<file path="src/rtl/hr_reg_pkg.sv">
// Shared types for the HyperRAM configuration register sequencer.
package hr_reg_pkg;
    // Sequencer phase: power-up wait, ready for a request, access running.
    typedef enum logic [1:0] {
        ST_WAIT = 2'd0,
        ST_IDLE = 2'd1,
        ST_RUN  = 2'd2
    } seq_state_t;
endpackage

</file>
<file path="src/rtl/hr_rst_timer.sv">
// Power-up interval timer. After reset it counts RST_CYC system clocks and
// then raises ready, which stays high until the next reset.
// Assumes RST_CYC >= 2.
module hr_rst_timer #(
    parameter int RST_CYC = 200
) (
    input  logic clk,
    input  logic rst_n,
    output logic ready
);
    localparam int CW = $clog2(RST_CYC + 1);

    logic [CW-1:0] cnt;

    // Count the power-up interval once and then hold ready.
    always_ff @(posedge clk) begin
        if (!rst_n) begin
            cnt   <= '0;
            ready <= 1'b0;
        end else if (!ready) begin
            if (cnt == CW'(RST_CYC - 1)) ready <= 1'b1;
            else                         cnt   <= cnt + 1'b1;
        end
    end

    // Once the interval has passed it never reopens without reset.
    p_ready_sticky_r1: assert property (@(posedge clk) disable iff (!rst_n)
        ready |=> ready);
endmodule

</file>
<file path="src/rtl/hr_ck_train.sv">
// Device clock generator. On start it loads a transition count. It then
// toggles the clock once per system clock until that many transitions have
// been made, and leaves the clock where it ended (low, for even counts).
module hr_ck_train #(
    parameter int TW = 5
) (
    input  logic          clk,
    input  logic          rst_n,
    input  logic          start,
    input  logic [TW-1:0] lim_in,
    output logic          ck,
    output logic [TW-1:0] tcnt,
    output logic          train_done
);
    logic [TW-1:0] lim_q;

    // Reload on start, otherwise toggle until the transition budget is spent.
    always_ff @(posedge clk) begin
        if (!rst_n) begin
            ck    <= 1'b0;
            tcnt  <= '0;
            lim_q <= '0;
        end else if (start) begin
            ck    <= 1'b0;
            tcnt  <= '0;
            lim_q <= lim_in;
        end else if (tcnt != lim_q) begin
            ck   <= ~ck;
            tcnt <= tcnt + 1'b1;
        end
    end

    assign train_done = (tcnt == lim_q);

    // The transition count never overshoots its budget.
    p_tcnt_bound_r3: assert property (@(posedge clk) disable iff (!rst_n)
        tcnt <= lim_q);
    // A finished train stays still until the next start.
    p_ck_parked_r10: assert property (@(posedge clk) disable iff (!rst_n)
        (train_done && !start) |=> $stable(ck));
endmodule

</file>
<file path="src/rtl/hr_rd_capture.sv">
// Read data capture. It counts system clocks from the accepting edge. The
// first sample is taken at clock CA_TRANS + code[CODE_W-1:1], and the
// following bytes one clock apart. code[0] = 1 samples the pins directly;
// code[0] = 0 samples them through an input register, one cycle older.
// Assumes the device holds its last byte once its clock stops.
module hr_rd_capture #(
    parameter int BYTE_W   = 8,
    parameter int NBYTES   = 2,
    parameter int CODE_W   = 6,
    parameter int CA_TRANS = 6,
    parameter int CNT_W    = 8
) (
    input  logic                     clk,
    input  logic                     rst_n,
    input  logic                     start,
    input  logic                     skip,
    input  logic [CODE_W-1:0]        code,
    input  logic [BYTE_W-1:0]        dq_in,
    output logic                     cap_done,
    output logic [NBYTES*BYTE_W-1:0] rbuf
);
    localparam int WAIT_W = CODE_W - 1;

    logic [CNT_W-1:0]  cnt;
    logic [WAIT_W-1:0] wait_q;
    logic              unreg_q;
    logic [BYTE_W-1:0] in_q;
    logic [CNT_W-1:0]  first_idx;
    logic [CNT_W-1:0]  last_idx;
    logic              in_win;
    logic [BYTE_W-1:0] sample;

    // Input register stage of the registered sampling path.
    always_ff @(posedge clk) begin
        if (!rst_n) in_q <= '0;
        else        in_q <= dq_in;
    end

    // Sampling window and source selection.
    always_comb begin
        first_idx = CNT_W'(CA_TRANS) + CNT_W'(wait_q);
        last_idx  = first_idx + CNT_W'(NBYTES - 1);
        in_win    = (cnt >= first_idx) && (cnt <= last_idx);
        sample    = unreg_q ? dq_in : in_q;
    end

    // Latch the code at start, then count and shift in bytes, first byte highest.
    always_ff @(posedge clk) begin
        if (!rst_n) begin
            cnt      <= '0;
            wait_q   <= '0;
            unreg_q  <= 1'b0;
            cap_done <= 1'b0;
            rbuf     <= '0;
        end else if (start) begin
            cnt      <= '0;
            wait_q   <= code[CODE_W-1:1];
            unreg_q  <= code[0];
            cap_done <= skip;
            rbuf     <= '0;
        end else if (!cap_done) begin
            cnt <= cnt + 1'b1;
            if (in_win) rbuf <= {rbuf[(NBYTES-1)*BYTE_W-1:0], sample};
            if (cnt == last_idx) cap_done <= 1'b1;
        end
    end

    // Captured bytes stay put until the next access starts.
    p_rbuf_hold_r7: assert property (@(posedge clk) disable iff (!rst_n)
        (cap_done && !start) |=> $stable(rbuf));
    // Capture can only finish in the last cycle of its window.
    p_cap_end_r5: assert property (@(posedge clk) disable iff (!rst_n)
        $rose(cap_done) |-> ($past(cnt) == $past(last_idx)) || $past(start));
endmodule

</file>
<file path="src/rtl/hr_reg_seq.sv">
// HyperRAM configuration register sequencer, top level. It waits out the
// power-up interval, then accepts one register read or write at a time.
// It frames the access with chip select, launches one bus byte per system
// clock ahead of each clock transition, releases the bus after the
// command/address phase of a read, and reports with a one-cycle done pulse.
// Assumes RD_W is wider than the register and the device answers in the
// last two transitions of the read clock train.
module hr_reg_seq
    import hr_reg_pkg::*;
#(
    parameter int BYTE_W    = 8,
    parameter int CA_BYTES  = 6,
    parameter int REG_BYTES = 2,
    parameter int LAT_CYC   = 12,
    parameter int CODE_W    = 6,
    parameter int RD_W      = 32,
    parameter int RST_CYC   = 200
) (
    input  logic                          clk,
    input  logic                          rst_n,
    input  logic                          req_valid,
    input  logic                          req_write,
    input  logic [CA_BYTES*BYTE_W-1:0]    req_ca,
    input  logic [REG_BYTES*BYTE_W-1:0]   req_wdata,
    input  logic [CODE_W-1:0]             cap_code,
    output logic                          busy,
    output logic                          done,
    output logic [RD_W-1:0]               rdata,
    output logic                          hr_cs_n,
    output logic                          hr_ck,
    output logic [BYTE_W-1:0]             hr_dq_out,
    output logic                          hr_dq_oe,
    input  logic [BYTE_W-1:0]             hr_dq_in
);
    localparam int CA_W     = CA_BYTES * BYTE_W;
    localparam int REG_W    = REG_BYTES * BYTE_W;
    localparam int BUF_W    = CA_W + REG_W;
    localparam int CA_TRANS = CA_BYTES;
    localparam int WR_TRANS = CA_BYTES + REG_BYTES;
    // Latency starts counting two transitions before the end of the CA phase.
    localparam int RD_TRANS = CA_BYTES - 2 + 2 * LAT_CYC + REG_BYTES;
    localparam int TW       = $clog2(RD_TRANS + 1);
    localparam int CNT_W    = $clog2(CA_TRANS + REG_BYTES + (1 << (CODE_W - 1)) + 1) + 1;

    seq_state_t        state;
    logic              is_wr;
    logic [BUF_W-1:0]  obuf;
    logic              ready;
    logic              accept;
    logic              fin;
    logic [TW-1:0]     lim_sel;
    logic [TW-1:0]     tcnt;
    logic              train_done;
    logic [CODE_W-1:0] code_sel;
    logic              cap_done;
    logic [REG_W-1:0]  rbuf;

    hr_rst_timer #(.RST_CYC(RST_CYC)) u_timer (
        .clk   (clk),
        .rst_n (rst_n),
        .ready (ready)
    );

    hr_ck_train #(.TW(TW)) u_train (
        .clk        (clk),
        .rst_n      (rst_n),
        .start      (accept),
        .lim_in     (lim_sel),
        .ck         (hr_ck),
        .tcnt       (tcnt),
        .train_done (train_done)
    );

    hr_rd_capture #(
        .BYTE_W   (BYTE_W),
        .NBYTES   (REG_BYTES),
        .CODE_W   (CODE_W),
        .CA_TRANS (CA_TRANS),
        .CNT_W    (CNT_W)
    ) u_cap (
        .clk      (clk),
        .rst_n    (rst_n),
        .start    (accept),
        .skip     (req_write),
        .code     (code_sel),
        .dq_in    (hr_dq_in),
        .cap_done (cap_done),
        .rbuf     (rbuf)
    );

    // Request acceptance, end detection and per-direction settings.
    always_comb begin
        accept   = (state == ST_IDLE) && req_valid;
        fin      = (state == ST_RUN) && train_done && cap_done;
        lim_sel  = req_write ? TW'(WR_TRANS) : TW'(RD_TRANS);
        code_sel = req_write ? '0 : cap_code;
    end

    // Transaction framing: chip select, byte launch and bus direction.
    always_ff @(posedge clk) begin
        if (!rst_n) begin
            state    <= ST_WAIT;
            is_wr    <= 1'b0;
            obuf     <= '0;
            hr_cs_n  <= 1'b1;
            hr_dq_oe <= 1'b0;
            done     <= 1'b0;
        end else begin
            done <= 1'b0;
            case (state)
                ST_WAIT: if (ready) state <= ST_IDLE;
                ST_IDLE: if (accept) begin
                    state    <= ST_RUN;
                    is_wr    <= req_write;
                    obuf     <= {req_ca, req_write ? req_wdata : REG_W'(0)};
                    hr_cs_n  <= 1'b0;
                    hr_dq_oe <= 1'b1;
                end
                ST_RUN: begin
                    obuf <= obuf << BYTE_W;
                    if (!is_wr && tcnt == TW'(CA_TRANS - 1)) hr_dq_oe <= 1'b0;
                    if (fin) begin
                        state    <= ST_IDLE;
                        hr_cs_n  <= 1'b1;
                        hr_dq_oe <= 1'b0;
                        done     <= 1'b1;
                    end
                end
                default: state <= ST_WAIT;
            endcase
        end
    end

    assign hr_dq_out = obuf[BUF_W-1 -: BYTE_W];
    assign busy      = (state != ST_IDLE);
    assign rdata     = {{(RD_W - REG_W){1'b0}}, rbuf};

    // No bus activity during the power-up wait.
    p_wait_quiet_r1: assert property (@(posedge clk) disable iff (!rst_n)
        (state == ST_WAIT) |-> hr_cs_n);
    // Clock rests low outside a transaction.
    p_ck_idle_r10: assert property (@(posedge clk) disable iff (!rst_n)
        hr_cs_n |-> !hr_ck);
    // The bus is only driven inside a transaction.
    p_oe_in_frame_r4: assert property (@(posedge clk) disable iff (!rst_n)
        hr_dq_oe |-> !hr_cs_n);
    // A read has released the bus once the CA transitions are done.
    p_rd_release_r4: assert property (@(posedge clk) disable iff (!rst_n)
        (state == ST_RUN && !is_wr && tcnt >= TW'(CA_TRANS)) |-> !hr_dq_oe);
    // Write length.
    p_wr_len_r2: assert property (@(posedge clk) disable iff (!rst_n)
        (fin && is_wr) |-> (tcnt == TW'(WR_TRANS)));
    // Read length.
    p_rd_len_r3: assert property (@(posedge clk) disable iff (!rst_n)
        (fin && !is_wr) |-> (tcnt == TW'(RD_TRANS)));
    // Done is a single-cycle pulse.
    p_done_pulse_r8: assert property (@(posedge clk) disable iff (!rst_n)
        done |=> !done);
    // Done coincides with a closed frame and a free block.
    p_done_frame_r8: assert property (@(posedge clk) disable iff (!rst_n)
        done |-> (hr_cs_n && !busy));
    // A running access is not cut short by anything but its own end.
    p_run_hold_r9: assert property (@(posedge clk) disable iff (!rst_n)
        (state == ST_RUN && !fin) |=> (state == ST_RUN && !hr_cs_n));
endmodule

</file>
<file path="config.mk">
export PLATFORM = sky130hd
export DESIGN_NAME = hr_reg_seq
export DESIGN_NICKNAME = d
export VERILOG_FILES = /design/src/rtl/hr_reg_pkg.sv /design/src/rtl/hr_rst_timer.sv /design/src/rtl/hr_ck_train.sv /design/src/rtl/hr_rd_capture.sv /design/src/rtl/hr_reg_seq.sv
export SDC_FILE = /design/constraint.sdc
export NUM_CORES = 1
export LEC_CHECK = 0
export BUFFER_PORTS_ARGS = -buffer_cell sky130_fd_sc_hd__buf_2
export CORE_MARGIN = 2
export CORE_UTILIZATION = 30
export CTS_CLUSTER_DIAMETER = 80
export DETAILED_ROUTE_END_ITERATION = 8
export GPL_TIMING_DRIVEN = 0
export SYNTH_ARGS = -nofsm -noshare
export SYNTH_HDL_FRONTEND = slang
export SYNTH_SLANG_ARGS = --single-unit
export TNS_END_PERCENT = 5
</file>
<file path="constraint.sdc">
create_clock -name clk -period 3.4 [get_ports clk]
set_input_delay 0 -clock clk [delete_from_list [all_inputs] [get_ports clk]]
set_output_delay 0 -clock clk [all_outputs]
set_load 0.02 [all_outputs]
</file>
* After elaboration in Yosys (flattened, before gate mapping)
Index checks and enable logic that the tools add are counted.
Word-level totals: logic and storage cells 81, bits of input ports 82, bits in registers 128
Operators by class: bitwise operators 5, equality and inequality tests 12, multiplexer cells 23, magnitude comparators 2, $add $sub $neg 5, reductions and logical operators 17
Operator list (count):
- case mux 64 bit (2 select lines) | 1
- 2-to-1 mux 64 bit | 1
- 2-to-1 mux 16 bit | 1
- adder 7 x 1 -> 7 bit (second input constant) | 2
- 2-to-1 mux 1 bit | 11
- AND reduction 2 bit | 5
- AND reduction 3 bit | 3
- adder 8 x 1 -> 8 bit (second input constant) | 1
- == test 8 bit (second input constant) | 1
- 2-to-1 mux 8 bit | 1
- == test 7 bit | 1
- >= comparator 7 bit | 1
- less-or-equal comparator 7 bit | 1
- adder 3 x 5 -> 6 bit (first input constant) | 1
- 2-to-1 mux 2 bit | 3
- 2-to-1 mux 6 bit | 1
- case mux 2 bit (3 select lines) | 1
- adder 5 x 1 -> 5 bit (second input constant) | 1
- == test 5 x 3 -> 1 bit (second input constant) | 1
- == test 5 bit | 1
- logical AND 1 bit | 5
- 2-to-1 mux 5 bit | 1
- inequality test 5 bit | 1
- NOT 1 bit | 5
- 10 further kinds | 13

* Depth between registers and ports, before layout
Gate-level depths: netlist of the first run.
depth in word-level cells 6, gate-level depth with buffers 13, depth with buffers taken out 11

* Modules after synthesis
A second synthesis of the first run with hierarchy kept.
Unflattened totals: cell total of the unflattened synthesis 675, area, all modules 6501.2 sq um
Modules (own cells, without submodules):
- hr_reg_seq | area each 3552.2 sq um, sequential area each 1401.3 sq um, cells an instance 373, times used 1
- hr_rd_capture | area each 1893.1 sq um, sequential area each 760.7 sq um, cells an instance 192, times used 1
- hr_ck_train | area each 625.6 sq um, sequential area each 220.2 sq um, cells an instance 65, times used 1
- hr_rst_timer | area each 430.4 sq um, sequential area each 180.2 sq um, cells an instance 45, times used 1

* Worst setup path after synthesis of the first run
Ideal clock, no wire load.
path kind reg2reg, from register u_cap.wait_q[1], to register u_cap.rbuf[10], arrival 2.552 ns, path buffers 2, path slack 0.777 ns, setup time 0.072 ns, clock period less this slack 2.623 ns, stages on the path, launching flop included 14, data required time 3.328 ns, cell sequence dfxtp_1 > inv_1 > ha_1 > xor2_1 > nor3b_1 > xor2_1 > ha_1 > and4_1 > nand4_1 > nor2_1 > o22a_1 > buf_2 > buf_2 > mux2i_1
On the way: cells in the longest elaborated chain, start to end 5, elaborated cells on any way between the ends 6, those cells by class add/sub: 2; order compare: 2; reduce/logical: 2
Ends and longest elaborated chain:
- from (decl) | line hr_rd_capture.sv:25 | logic [WAIT_W-1:0] wait_q;
- from (signal assigned) | line hr_rd_capture.sv:57 | wait_q <= code[CODE_W-1:1];
- adder 3 x 5 -> 6 bit (*) | line hr_rd_capture.sv:41 | first_idx = CNT_W'(CA_TRANS) + CNT_W'(wait_q);
- adder 7 x 1 -> 7 bit | line hr_rd_capture.sv:42 | last_idx = first_idx + CNT_W'(NBYTES - 1);
- less-or-equal comparator 7 bit | line hr_rd_capture.sv:43 | in_win = (cnt >= first_idx) && (cnt <= last_idx);
- logical AND 1 bit (*) | line hr_rd_capture.sv:43
- AND reduction 2 bit (no source line) (*)
- to (signal assigned) | line hr_rd_capture.sv:63 | if (in_win) rbuf <= {rbuf[(NBYTES-1)*BYTE_W-1:0], sample};
- to (decl) | line hr_rd_capture.sv:20 | output logic [NBYTES*BYTE_W-1:0] rbuf
Every way passes the cells marked *; elsewhere a longest branch is shown, timed or not. A chain may end at the register's enable or synchronous reset.

* Worst setup path in the final report of the first run
from register u_cap.wait_q[1], to register u_cap.rbuf[7]
The elaborated chain is that of the path after synthesis.

==> impl_metrics.env, run 1 <==
export IMPL_outcome="finished with violations"
export IMPL_violations="negative hold slack"
export IMPL_combPwrFrac=0.141
export IMPL_final_cell_count_no_fill=1089
export IMPL_crit_slowest_cell="dfxtp_1"
export IMPL_cts_htree_levels=4
export IMPL_drt_iter0_markers=172
export IMPL_synth_seq_cells=125
export IMPL_design_die_area_sq_um=20200
export IMPL_std_cell_rows=50
export IMPL_crit_fanout=10
export IMPL_slowest_delay_ns=0.36
export IMPL_p_sw_uw=1100
export IMPL_die_h_um=142
export IMPL_io_pins=127
export IMPL_vias_per_cell=4.61
export IMPL_drt_pre_antenna_iters=4
export IMPL_power_per_cell_area_nw_per_um2=522
export IMPL_grt_max_degree=17
export IMPL_place_congestion=0.791
export IMPL_drc=0
export IMPL_arrival_ns=3.40
export IMPL_synth_top_cell_by_area="dfxtp_1"
export IMPL_hold_depth=3
export IMPL_ir_drop_mv=0.332
export IMPL_postRouteAntennaNets=0
export IMPL_antenna_found_initial=0
export IMPL_whs_ns=-0.0116
export IMPL_period_needed_ns=3.06
export IMPL_setup_violations=0
export IMPL_synthCells=618
export IMPL_worstPathRequired_ns=3.74
export IMPL_vias=5018
export IMPL_hold_class="input port to flip-flop"
export IMPL_cts_resized_gates=0
export IMPL_fmax_mhz=327
export IMPL_drive_above_1_share=0.212
export IMPL_synth_edff_count=0
export IMPL_p_leak_uw=0.00319
export IMPL_synth_avg_cell_area_sq_um=9.28
export IMPL_maxSlewViolCount=0
export IMPL_ys_types=47
export IMPL_die_w_um=142
export IMPL_p_int_uw=3120
export IMPL_critPathKind="flip-flop to flip-flop"
export IMPL_synth_top_area_frac=0.436
export IMPL_core_area_sq_um=18800
export IMPL_tritoncts="yes"
export IMPL_syn_to_final_growth_pct=40.8
export IMPL_initial_utilization=0.306
export IMPL_synthArstFlopShare=0
export IMPL_crit_path_end_kind="flip-flop"
export IMPL_post_route_period_util=0.899
export IMPL_routedWlPerCell_um=13.6
export IMPL_finalWirelength_mm=14.8
export IMPL_cts_num_sinks=125
export IMPL_worst_pin_slew_ns=0.811
export IMPL_stdcell_area_sq_um=8080
export IMPL_finClkSkew_ns=0.00802
export IMPL_cts_hold_buf=80
export IMPL_worstRegToRegCells=13
export IMPL_grt_pass1_vias=4962
export IMPL_slew_headroom=0.459
export IMPL_fin_nets=947
export IMPL_placed_cells=976
export IMPL_overflow=0
export IMPL_clock_power_share=0.471
export IMPL_detailed_place_area_sq_um=6630
export IMPL_synth_area_sq_um=5740
export IMPL_tns_ns=0
export IMPL_clock_latency_ns=0.41
export IMPL_synthTopCellsByArea="dfxtp_1, mux2i_1, a211oi_1, nor2_1, ha_1"
export IMPL_hpwl_mm=10.4
export IMPL_io_buffers=109
export IMPL_startpoint_type="flip-flop"
export IMPL_ys_flop_type="dfxtp_1"
export IMPL_power_uw=4220
export IMPL_rsz0062_at_grt="no"
export IMPL_cts_buffers=17
export IMPL_netSwitchingFraction=0.260
export IMPL_ys_seq_area_frac=0.436
export IMPL_maxCapViolCount=0
export IMPL_cts_buffer_depth=2
export IMPL_grtUsageTotal=0.151
export IMPL_clk_pin_slew_ns=0.06
export IMPL_path_cells="inv_1, ha_1, xor2_1, nor3b_1, xor2_1, ha_1, and4_1, nand4_1, nor2_1, o22a_1, buf_2, buf_2, mux2i_1"
export IMPL_synth_warnings=0
export IMPL_clockRootBuffer="clkbuf_16"
export IMPL_finalHoldViolations=1
export IMPL_pwr_share_seq=0.389
export IMPL_grt_pass1_wl_mm=24.2
export IMPL_post_cts_repair_setup_buffers=0
==> flip-flops by register name, indices dropped and copies added, names as in the netlist, 2 cells and up <==
name and count:
u_cap.cnt 7, u_timer.cnt 8, u_train.lim_q 2, obuf 64, u_cap.rbuf 16, u_cap.in_q 8
state 2, u_train.tcnt 5, u_cap.wait_q 5
==> layer usage <==
layer / wire length, um / share of wire / global-route usage / vias to the layer above
met2: 7100 / 0.48 / 0.250 / 90
li1: - / - / - / 2580
met5: 0 / 0 / 0 / -
met4: 289 / 0.020 / 0.0563 / 0
met1: 6910 / 0.47 / 0.190 / 2323
met3: 476 / 0.032 / 0.0377 / 25
==> synth_stat cells, drive strengths merged, types with 5 or more instances <==
library cell and instances:
nor2 83, nor3 11, clkbuf 33, nand2 47, nor2b 5, dfxtp 125
inv 12, xor2 12, o21ai 11, a21oi 20, and2 9, mux2 8
xnor2 9, buf 31, ha 24, mux2i 68, nand3 16, a221oi 8
a211oi 52
==> cell families after synthesis <==
logic type | synth area share
buffers and inverters | 0.0661
adder cells (fa/ha/maj) | 0.0523
XOR/XNOR | 0.0321
AO/OA/AOI/OAI | 0.128
other | 0.00131
multiplexers | 0.134
flip-flops | 0.436
AND/OR/NAND/NOR | 0.150
==> power groups by stage <==
| stage | clock network (uW) | logic (uW) | registers (uW) |
|---|---|---|---|
| 4_1_cts | 2030 | 595 | 1640 |
| 6_report | 1990 | 593 | 1640 |
| 5_1_grt | 2100 | 667 | 1650 |
| 2_1_floorplan | 0 | 359 | 1660 |
| 3_3_place_gp | 0 | 515 | 1670 |
| 3_5_place_dp | 0 | 520 | 1670 |
==> placed cells by master (no fill, tap or decap), types with 2 or more instances in the layout <==
cell / n
buf_2: 112
dlygate4sd3_1: 80
xor2_1: 12
nand2_1: 46
nor2_1: 83
buf_4: 24
a22o_1: 3
nor4bb_1: 2
clkbuf_1: 33
conb_1: 17
nor2b_1: 5
a31oi_1: 2
inv_1: 11
clkbuf_16: 17
and3_1: 3
a21oi_1: 20
mux2_2: 8
xnor2_1: 9
inv_6: 6
a211oi_1: 51
mux2i_1: 68
bufinv_16: 4
o21ai_0: 10
nand4_1: 4
ha_1: 24
a221oi_1: 8
and2_1: 9
dfxtp_1: 125
nand3_1: 16
nor3_1: 11
or3_1: 3
buf_1: 4
==> path summary, 6_finish.rpt <==
check,to,slack (ns),startpoint
worst min register to register,obuf[2],0.45,obuf[2]
worst max-delay path,u_cap.rbuf[7],0.34,u_cap.wait_q[1]
worst min-delay path,obuf[53],-0.01,req_ca[37]
worst max register to register,u_cap.rbuf[7],0.34,u_cap.wait_q[1]
==> worst max-delay path: cells and delay by family, from the launching register on <==
kind            cells  cell delay [ns]
fa+ha+maj           2             0.53
buf+inv             3             0.67
simple gates        4             0.63
flops               1             0.36
xor+xnor            2             0.47
mux                 1             0.22
compound gates      1             0.12
==> final cells by class <==
cell class / count / area, sq um
flip-flops and latches: 125 / 2500
well taps: 234 / 293
multi-input cells: 432 / 2910
diodes: 1 / 2.50
repair buffers: 189 / 1350
clock buffers: 18 / 439
plain buffers: 64 / 334
clock inverters: 14 / 205
inverters: 12 / 45.0
fillers: 1819 / 10700
==> stage by stage <==
stage                     worst slack, ns  hold slack (ns)   util
after detailed placement            0.365            0.202  0.353
final                               0.343          -0.0116  0.431
after floorplan                     0.777            0.109      -
after CTS                           0.338         0.000278  0.430
after global placement              0.364            0.204  0.353
after global routing               0.0852           0.0231  0.430
Note: power is estimated with default switching activity, not from simulation.
==> inputs of run 2 (changes only) <==
--- a/config.mk
+++ b/config.mk
@@ -5,7 +5,7 @@
 export SDC_FILE = /design/constraint.sdc
 export NUM_CORES = 1
 export LEC_CHECK = 0
-export BUFFER_PORTS_ARGS = -buffer_cell sky130_fd_sc_hd__buf_2
+export BUFFER_PORTS_ARGS = -buffer_cell sky130_fd_sc_hd__clkbuf_2
 export CORE_MARGIN = 2
 export CORE_UTILIZATION = 30
 export CTS_CLUSTER_DIAMETER = 80
==> impl_metrics.env, run 2 (synthesis results as in run 1) <==
export IMPL_final_common_cell="dfxtp_1"
export IMPL_place_congestion=0.795
export IMPL_cts_num_sinks=125
export IMPL_routedWlPerCell_um=13.6
export IMPL_worst_pin_slew_ns=0.856
export IMPL_core_area_sq_um=18800
export IMPL_die_h_um=142
export IMPL_clock_latency_ns=0.42
export IMPL_finalWirelength_mm=14.8
export IMPL_maxCapViolCount=0
export IMPL_startpoint_type="flip-flop"
export IMPL_clk_pin_slew_ns=0.06
export IMPL_placed_cells=976
export IMPL_maxSlewViolCount=0
export IMPL_grt_max_degree=17
export IMPL_pwr_share_seq=0.412
export IMPL_std_cell_rows=50
export IMPL_cts_hold_buf=82
export IMPL_largest_reg_flops=64
export IMPL_overflow=0
export IMPL_fin_nets=949
export IMPL_whs_ns=0.0611
export IMPL_vias_per_cell=4.60
export IMPL_clock_power_share=0.438
export IMPL_antenna_found_initial=0
export IMPL_io_buffers=109
export IMPL_setup_violations=0
export IMPL_outcome="complete, no violations"
export IMPL_hpwl_mm=10.5
export IMPL_hold_class="input port to flip-flop"
export IMPL_path_cells="inv_1, ha_1, xor2_1, nor3b_1, xor2_1, ha_1, and4_1, nand4_1, nor2_1, o22a_1, buf_2, buf_2, mux2i_1"
export IMPL_grt_pass1_vias=5020
export IMPL_rsz0062_at_grt="no"
export IMPL_tritoncts="yes"
export IMPL_finalHoldViolations=0
export IMPL_cts_htree_levels=4
export IMPL_critPathKind="flip-flop to flip-flop"
export IMPL_netSwitchingFraction=0.266
export IMPL_p_sw_uw=1060
export IMPL_design_die_area_sq_um=20200
export IMPL_post_route_period_util=0.898
export IMPL_power_per_cell_area_nw_per_um2=496
export IMPL_postRouteAntennaNets=0
export IMPL_fmax_mhz=327
export IMPL_top_register="obuf"
export IMPL_cts_resized_gates=0
export IMPL_grtUsageTotal=0.150
export IMPL_ir_drop_mv=0.324
export IMPL_post_cts_repair_setup_buffers=0
export IMPL_layout_common_cells="dfxtp_1, clkbuf_2, nor2_1, dlygate4sd3_1, mux2i_1"
export IMPL_slew_headroom=0.429
export IMPL_finClkSkew_ns=0.0104
export IMPL_p_leak_uw=0.00315
export IMPL_crit_path_end_kind="flip-flop"
export IMPL_drc=0
export IMPL_tns_ns=0
export IMPL_grt_pass1_wl_mm=24.1
export IMPL_io_pins=127
export IMPL_arrival_ns=3.39
export IMPL_crit_fanout=10
export IMPL_period_needed_ns=3.05
export IMPL_cts_buffer_depth=2
export IMPL_combPwrFrac=0.150
export IMPL_cts_buffers=17
export IMPL_slowest_delay_ns=0.35
export IMPL_final_cell_count_no_fill=1090
export IMPL_drt_pre_antenna_iters=4
export IMPL_antenna_cells=0
export IMPL_worstPathRequired_ns=3.74
export IMPL_syn_to_final_growth_pct=40.0
export IMPL_initial_utilization=0.306
export IMPL_largestRegisters="obuf (64), u_cap.rbuf (16)"
export IMPL_vias=5015
export IMPL_die_w_um=142
export IMPL_p_int_uw=2920
export IMPL_drt_iter0_markers=152
export IMPL_clockRootBuffer="clkbuf_16"
export IMPL_crit_slowest_cell="dfxtp_1"
export IMPL_drive_above_1_share=0.211
## run 2: area by class of cell
class | instances | area [sq um]
Fill cell | 1853 | 10700
Multi-Input combinational cell | 432 | 2910
Sequential cell | 125 | 2500
Timing Repair Buffer | 191 | 1370
Clock buffer | 20 | 467
Buffer | 64 | 334
Tap cell | 234 | 293
Clock inverter | 12 | 113
Inverter | 12 | 45.0
## run 2: layer usage
metal | track usage | up-vias | wire length (um)
li1 | - | 2579 | -
met1 | 0.193 | 2313 | 6940
met2 | 0.242 | 101 | 7110
met3 | 0.0340 | 22 | 520
met4 | 0.0620 | 0 | 255
met5 | 0 | - | 0
## run 2: worst paths after layout
kind         slack [ns]            start               end  cells past startpoint
max reg2reg        0.35  u_cap.wait_q[1]     u_cap.rbuf[7]                     13
max                0.35  u_cap.wait_q[1]     u_cap.rbuf[7]                     13
min                0.06        req_valid  u_train.lim_q[3]                      3
min reg2reg        0.46          obuf[7]           obuf[7]                      2
## run 2: stage by stage
stage / total power (uW) / utilization / cell area, sq um / setup slack (ns)
final: 3980 / 0.428 / 8030 / 0.346
after global routing: 4180 / 0.428 / 8030 / 0.108
after CTS: 4030 / 0.428 / 8030 / 0.322
after detailed placement: 2190 / 0.353 / 6630 / 0.336
after global placement: 2190 / 0.353 / 6630 / 0.361
after floorplan: 2020 / - / 5790 / 0.777
## run 2: critical path: cells and delay by family (launching register included)
family / cells / cell delay (ns)
flip-flops: 1 / 0.35
AO/OA/AOI/OAI: 1 / 0.13
multiplexers: 1 / 0.22
AND/OR/NAND/NOR: 4 / 0.81
XOR/XNOR: 2 / 0.30
adder cells (fa/ha/maj): 2 / 0.52
buffers and inverters: 3 / 0.66
## run 2: power by group through the flow
stage | sequential [uW] | clock, uW | combinational (uW)
final | 1640 | 1740 | 596
after detailed placement | 1670 | 0 | 521
after CTS | 1640 | 1790 | 597
after floorplan | 1660 | 0 | 359
after global routing | 1650 | 1850 | 670
after global placement | 1670 | 0 | 515
